File: config.mk
export PLATFORM = sky130hd
export DESIGN_NAME = uart_rxq
export DESIGN_NICKNAME = d
export VERILOG_FILES = /design/src/rtl/uart_rxq_pkg.sv /design/src/rtl/uart_rxq_ctl.sv /design/src/rtl/uart_rxq_store.sv /design/src/rtl/uart_rxq_timer.sv /design/src/rtl/uart_rxq.sv
export SDC_FILE = /design/constraint.sdc
export NUM_CORES = 1
export LEC_CHECK = 0
export BUFFER_PORTS_ARGS = -buffer_cell sky130_fd_sc_hd__buf_4
export CAP_MARGIN = 0
export CORE_UTILIZATION = 30
export CTS_BUF_LIST = sky130_fd_sc_hd__clkbuf_2
export DETAILED_ROUTE_END_ITERATION = 8
export GPL_TIMING_DRIVEN = 0
export MAX_ROUTING_LAYER = met4
export PLACE_DENSITY_LB_ADDON = 0.25
export SKIP_LAST_GASP = 1
export SLEW_MARGIN = 20
export SYNTH_ARGS = -nofsm -noshare
export SYNTH_HDL_FRONTEND = slang
export SYNTH_HIERARCHICAL = 1
export SYNTH_SLANG_ARGS = --single-unit
File: constraint.sdc
create_clock -name clk -period 3.32 [get_ports clk]
set_input_delay 0.664 -clock clk [delete_from_list [all_inputs] [get_ports clk]]
set_output_delay 0.664 -clock clk [all_outputs]
set_load 0.01 [all_outputs]
File: src/rtl/uart_rxq_pkg.sv
`timescale 1ns/1ps
package uart_rxq_pkg;

    localparam int BYTE_W    = 8;
    localparam int FRAME_MAX = 12;

    // control byte bit positions that the decode depends on
    localparam int CB_EN   = 0;
    localparam int CB_RXR  = 1;
    localparam int CB_TXR  = 2;
    localparam int CB_DMA  = 3;

    typedef struct packed {
        logic [1:0] trig_sel;
        logic       dma_sel;
        logic       enable;
    } rxq_mode_t;

    // bits of one serial frame for a given line format
    function automatic logic [3:0] frame_bits(input logic [3:0] lc);
        logic [3:0] b;
        b = 4'd6 + {2'b00, lc[1:0]};
        b = b + {3'b000, lc[3]};
        b = b + (lc[2] ? 4'd2 : 4'd1);
        return b;
    endfunction

    function automatic logic [3:0] trig_bytes(input logic [1:0] sel);
        logic [3:0] t;
        case (sel)
            2'b00:   t = 4'd1;
            2'b01:   t = 4'd4;
            2'b10:   t = 4'd8;
            default: t = 4'd14;
        endcase
        return t;
    endfunction

    function automatic logic [7:0] mode_to_byte(input rxq_mode_t m);
        return {m.trig_sel, 2'b00, m.dma_sel, 2'b00, m.enable};
    endfunction

endpackage

File: src/rtl/uart_rxq_ctl.sv
`timescale 1ns/1ps
module uart_rxq_ctl
    import uart_rxq_pkg::*;
(
    input  logic       clk,
    input  logic       rst,
    input  logic       we,
    input  logic [7:0] wdata,
    output rxq_mode_t  mode,
    output logic       rx_flush,
    output logic       tx_flush
);
    logic changed;
    logic en_flip;

    assign changed  = we && (wdata != mode_to_byte(mode));
    assign en_flip  = wdata[CB_EN] != mode.enable;
    assign rx_flush = changed && (wdata[CB_RXR] || en_flip);
    assign tx_flush = changed && (wdata[CB_TXR] || en_flip);

    always_ff @(posedge clk) begin
        if (rst) begin
            mode <= '0;
        end else if (changed) begin
            mode.trig_sel <= wdata[7:6];
            mode.dma_sel  <= wdata[CB_DMA];
            mode.enable   <= wdata[CB_EN];
        end
    end
endmodule

File: src/rtl/uart_rxq_store.sv
`timescale 1ns/1ps
module uart_rxq_store #(
    parameter int DEPTH = 16,
    parameter int LVL_W = 5
) (
    input  logic             clk,
    input  logic             rst,
    input  logic             flush,
    input  logic             push,
    input  logic [7:0]       push_data,
    input  logic             pop,
    output logic [7:0]       head_data,
    output logic [LVL_W-1:0] level
);
    localparam int PTR_W = (DEPTH > 1) ? $clog2(DEPTH) : 1;
    localparam logic [PTR_W-1:0] LAST = PTR_W'(DEPTH - 1);

    logic [7:0]       mem [DEPTH];
    logic [PTR_W-1:0] wr_ptr, rd_ptr;
    logic             full, do_pop, do_push;

    function automatic logic [PTR_W-1:0] bump(input logic [PTR_W-1:0] p);
        return (p == LAST) ? '0 : p + PTR_W'(1);
    endfunction

    assign full      = level == LVL_W'(DEPTH);
    assign do_pop    = pop && (level != '0);
    assign do_push   = push && (!full || do_pop);
    assign head_data = mem[rd_ptr];

    always_ff @(posedge clk) begin
        if (do_push && !flush) mem[wr_ptr] <= push_data;
    end

    always_ff @(posedge clk) begin
        if (rst || flush) begin
            wr_ptr <= '0;
            rd_ptr <= '0;
            level  <= '0;
        end else begin
            if (do_push) wr_ptr <= bump(wr_ptr);
            if (do_pop)  rd_ptr <= bump(rd_ptr);
            if (do_push && !do_pop)      level <= level + LVL_W'(1);
            else if (do_pop && !do_push) level <= level - LVL_W'(1);
        end
    end
endmodule

File: src/rtl/uart_rxq_timer.sv
`timescale 1ns/1ps
module uart_rxq_timer
    import uart_rxq_pkg::*;
#(
    parameter int TMO_CHARS = 4
) (
    input  logic       clk,
    input  logic       rst,
    input  logic       run,
    input  logic       restart,
    input  logic       clear,
    input  logic       tick,
    input  logic [3:0] frame,
    output logic       pend
);
    localparam int LIM_MAX = TMO_CHARS * FRAME_MAX;
    localparam int CW      = $clog2(LIM_MAX + 1);

    logic [CW-1:0] cnt;
    logic [CW-1:0] limit;
    logic          hit;

    assign limit = CW'(TMO_CHARS) * CW'(frame);
    assign hit   = run && tick && !pend && (cnt == limit - CW'(1));

    always_ff @(posedge clk) begin
        if (rst) begin
            cnt  <= '0;
            pend <= 1'b0;
        end else begin
            if (restart || !run)  cnt <= '0;
            else if (tick && !pend) cnt <= cnt + CW'(1);

            if (clear)                 pend <= 1'b0;
            else if (hit && !restart)  pend <= 1'b1;
        end
    end
endmodule

File: src/rtl/uart_rxq.sv
`timescale 1ns/1ps
module uart_rxq
    import uart_rxq_pkg::*;
#(
    parameter int DEPTH     = 16,
    parameter int TMO_CHARS = 4,
    localparam int LVL_W    = $clog2(DEPTH + 1)
) (
    input  logic             clk,
    input  logic             rst,
    input  logic             rx_valid,
    input  logic [7:0]       rx_data,
    input  logic             rx_break,
    input  logic             rd_strobe,
    input  logic             stat_rd,
    input  logic             ctl_we,
    input  logic [7:0]       ctl_wdata,
    input  logic [3:0]       line_ctl,
    input  logic             baud_tick,
    output logic [7:0]       rd_data,
    output logic             data_ready,
    output logic             overrun,
    output logic             brk_seen,
    output logic [LVL_W-1:0] level,
    output logic             trig_hit,
    output logic             timeout_pend,
    output logic [7:0]       fifo_ctl,
    output logic             tx_flush
);
    rxq_mode_t  mode;
    logic       rx_flush, fifo_on;
    logic       acc_push, acc_pop, full, empties, ovr_set;
    logic [7:0] in_byte, head_data, hold_q;

    uart_rxq_ctl u_ctl (
        .clk(clk), .rst(rst), .we(ctl_we), .wdata(ctl_wdata),
        .mode(mode), .rx_flush(rx_flush), .tx_flush(tx_flush)
    );

    assign fifo_on  = mode.enable;
    assign in_byte  = rx_break ? 8'h00 : rx_data;
    assign acc_push = (rx_valid || rx_break) && !rx_flush;
    assign acc_pop  = rd_strobe && !rx_flush;

    uart_rxq_store #(.DEPTH(DEPTH), .LVL_W(LVL_W)) u_store (
        .clk(clk), .rst(rst), .flush(rx_flush),
        .push(fifo_on && acc_push), .push_data(in_byte),
        .pop(fifo_on && acc_pop), .head_data(head_data), .level(level)
    );

    uart_rxq_timer #(.TMO_CHARS(TMO_CHARS)) u_tmo (
        .clk(clk), .rst(rst),
        .run(fifo_on && (level != '0)),
        .restart((fifo_on && (acc_push || acc_pop)) || rx_flush),
        .clear((fifo_on && acc_pop) || rx_flush),
        .tick(baud_tick), .frame(frame_bits(line_ctl)),
        .pend(timeout_pend)
    );

    assign full    = level == LVL_W'(DEPTH);
    assign empties = fifo_on ? (level <= LVL_W'(1)) : 1'b1;
    assign ovr_set = acc_push && !acc_pop && (fifo_on ? full : data_ready);

    always_ff @(posedge clk) begin
        if (rst) begin
            data_ready <= 1'b0;
            brk_seen   <= 1'b0;
            overrun    <= 1'b0;
            hold_q     <= '0;
        end else begin
            if (rx_flush)                data_ready <= 1'b0;
            else if (acc_push)           data_ready <= 1'b1;
            else if (acc_pop && empties) data_ready <= 1'b0;

            if (rx_flush)                     brk_seen <= 1'b0;
            else if (acc_push && rx_break)    brk_seen <= 1'b1;
            else if (stat_rd)                 brk_seen <= 1'b0;
            else if (acc_pop && empties)      brk_seen <= 1'b0;

            if (ovr_set)      overrun <= 1'b1;
            else if (stat_rd) overrun <= 1'b0;

            if (!fifo_on && acc_push) hold_q <= in_byte;
        end
    end

    always_comb begin
        if (!fifo_on)          rd_data = hold_q;
        else if (level != '0)  rd_data = head_data;
        else                   rd_data = 8'h00;
    end

    assign trig_hit = data_ready &&
                      (!fifo_on || (level >= LVL_W'(trig_bytes(mode.trig_sel))));
    assign fifo_ctl = mode_to_byte(mode);
endmodule

==> impl_metrics.ini <==
[yosys]
synth_ff_type = edfxtp_1
postSynthCellCount = 494
synth_area_mm2 = 0.00731
synth_top_area_cell = edfxtp_1
synth_warnings = 6
syn_area_per_cell_um2 = 14.8
synthTopCellsByCount = edfxtp_1, dfxtp_1, nor2_1
yosysUniqueCellTypes = 68
ys_seq_elements = 167
async_reset_ff_share_pct = 0
ys_seq_area_share_pct = 63.2
synth.most_common_cell = edfxtp_1
yosys.area.top_type_share_pct = 52.6
synth.area.top_cells = edfxtp_1, dfxtp_1, mux4_2
synth_edf_count = 128

[critical_path]
critPathLaunchType = flip-flop
cp-end-kind = output pin
crit_type = reg -> out
critPathArrivalTime_ps = 2640
crit_path_max_fanout = 5
cp_data_required_time_ps = 2660

[timing]
setup_viol = 0
min_period_ps = 3300
slew_headroom_pct = 38.8
final.period_utilization_pct = 99.5
grt_setup_unrepaired = yes
finalClockSkew_ps = 31.2
tightest_slew_ps = 914
finalHoldWorstSlack_ps = 122
hold_violations = 0
maxSlewViolCount = 0
fmax_ghz = 0.303

[final_layout]
seqCellArea_mm2 = 0.00463
finalNetCount = 619
nFillCells = 2331
antenna_cells = 0
drive_above_1_share_pct = 32.6
syn_to_final_growth_pct = 18.4
multiInputGateArea_mm2 = 0.00258

[flow_run]
cap_violations = 0

[clock_network]
clock_path_buffers = 2
cts.htree.levels = 4
insertion_delay_ps = 750
path_clk_slew_ps = 260
cts_num_sinks = 167
cts_root_buf = clkbuf_2
numCtsBuffers = 17
postCtsHoldBufs = 0
cts_tree = done

[detailed_routing]
ant_nets = 0
wire_per_inst_um = 18.5
drt-initial-drc-count = 342
detail_route.first_pass.iterations = 5
drt_wl_total_um = 16700
route.detailed.drc = 0
vias = 4423
routed_via_density = 4.90

[global_route]
grt_max_degree = 18
grt_use_total_pct = 14.5
grt_pass1_wl_um = 25600
antenna_found_initial = 0
grt_pass1_vias = 4474
gr-total-overflow = 0

[power]
finalPower_mw = 3.76
p_per_area_mw_per_mm2 = 434
leakagePower_nw = 2.92
peakVddDrop_v = 0.000184

[placement]
io_buffers = 47
hpwl_um = 11300
routabilityCongestion = 0.814

[die]
fp.coreArea_mm2 = 0.0237
initial_core_util_pct = 30.9
fp-row-count = 56
die_x_um = 158
die_area_mm2 = 0.0250
io_pins = 55
dieHeight_um = 158

[hold_path]
hp-class = in -> reg

[outcome]
status = finished, final reports clean
-- layout by cell type, fill, tap and decap left out, drive strengths merged, types with 8 or more instances in the layout --
cell      n
edfxtp  128
nand2    24
a22o      8
nor2     38
ha       19
a21oi    23
mux4     32
clkbuf   23
a22oi    16
o21ai    16
xor2      8
nand3    17
inv      26
buf      74
nor2b    11
dfxtp    39
-- state kept, by name (all words and copies together) (netlist names), 4 cells and up, named ones only --
register        cells
u_store/rd_ptr      4
hold_q              8
u_store/level       5
u_ctl/mode          4
u_store/mem       128
u_tmo/cnt           6
u_store/wr_ptr      4
-- final cells by class --
type	instances	share of cell area, %
Sequential cell	167	53.5
Multi-Input combinational cell	284	29.8
Timing Repair Buffer	54	5.51
Tap cell	319	4.61
Buffer	26	2.50
Clock inverter	15	2.20
Clock buffer	17	0.983
Inverter	20	0.867
-- stage by stage --
step           instances  utilization [%]  setup TNS, ps  cell area (µm²)  worst slack, ps
6_report             902             36.5              0             8660             16.8
2_1_floorplan        497                -              0             7320             74.2
3_3_place_gp         863             34.1         -45790             8080             -640
5_1_grt              902             36.5           -802             8660             -106
4_1_cts              901             36.4           -326             8630            -72.4
3_5_place_dp         863             34.2         -38900             8110             -614
-- repair_timing --
item / in CTS / in global routing
cloned: 2 / 0
gates resized for setup: 40 / 3
endpoints found under the setup margin: 139 / 133
pin swaps: 15 / 4
buffers inserted: 4 / 1
-- critical path, stage by stage, from the launching register on --
cell and delay, ps:
dfxtp_2 390, buf_12 140, buf_12 130, mux4_2 550, a22oi_2 260, nand2_1 100, a22o_1 220, buf_6 130
-- cell families (layout without fill, tap and decap cells) --
family | count (synthesis) | in the layout | synth area share [%]
DFF | 167 | 167 | 63.2
and+or+nand+nor | 123 | 123 | 9.14
AOI/OAI and AO/OA | 84 | 84 | 8.20
buffers and inverters | 46 | 132 | 3.22
muxes | 38 | 38 | 10.7
adders and majority gates | 21 | 21 | 3.80
xor gates and xnor gates | 14 | 14 | 1.68
other | 1 | 4 | 0.0513
-- per-layer routing --
| metal | global-route usage, % | wire length (µm) | vias to the layer above |
|---|---|---|---|
| li1 | - | - | 2046 |
| met1 | 18.9 | 7590 | 2237 |
| met2 | 22.9 | 8180 | 124 |
| met3 | 2.66 | 731 | 16 |
| met4 | 4.26 | 157 | 0 |
| met5 | - | 0 | - |
-- worst paths after layout --
kind | slack [ps] | depth (start not counted) | end | from
worst max-delay path | 20 | 7 | rd_data[2] | flip-flop
worst min-delay path | 120 | 2 | u_ctl/mode[0]$_SDFFE_PP0P_ | rst
worst max register to register | 130 | 13 | u_store/level[4]$_SDFFE_PP0P_ | u_ctl/mode[0]$_SDFFE_PP0P_
worst min register to register | 500 | 2 | hold_q[4]$_SDFFE_PP0P_ | hold_q[4]$_SDFFE_PP0P_
-- power by group --
group	internal (mW)	switching, mW
Clock	0.440	0.762
Combinational	0.123	0.155
Sequential	2.26	0.0181
Total	2.82	0.935
(Power assumes the default switching activity.)
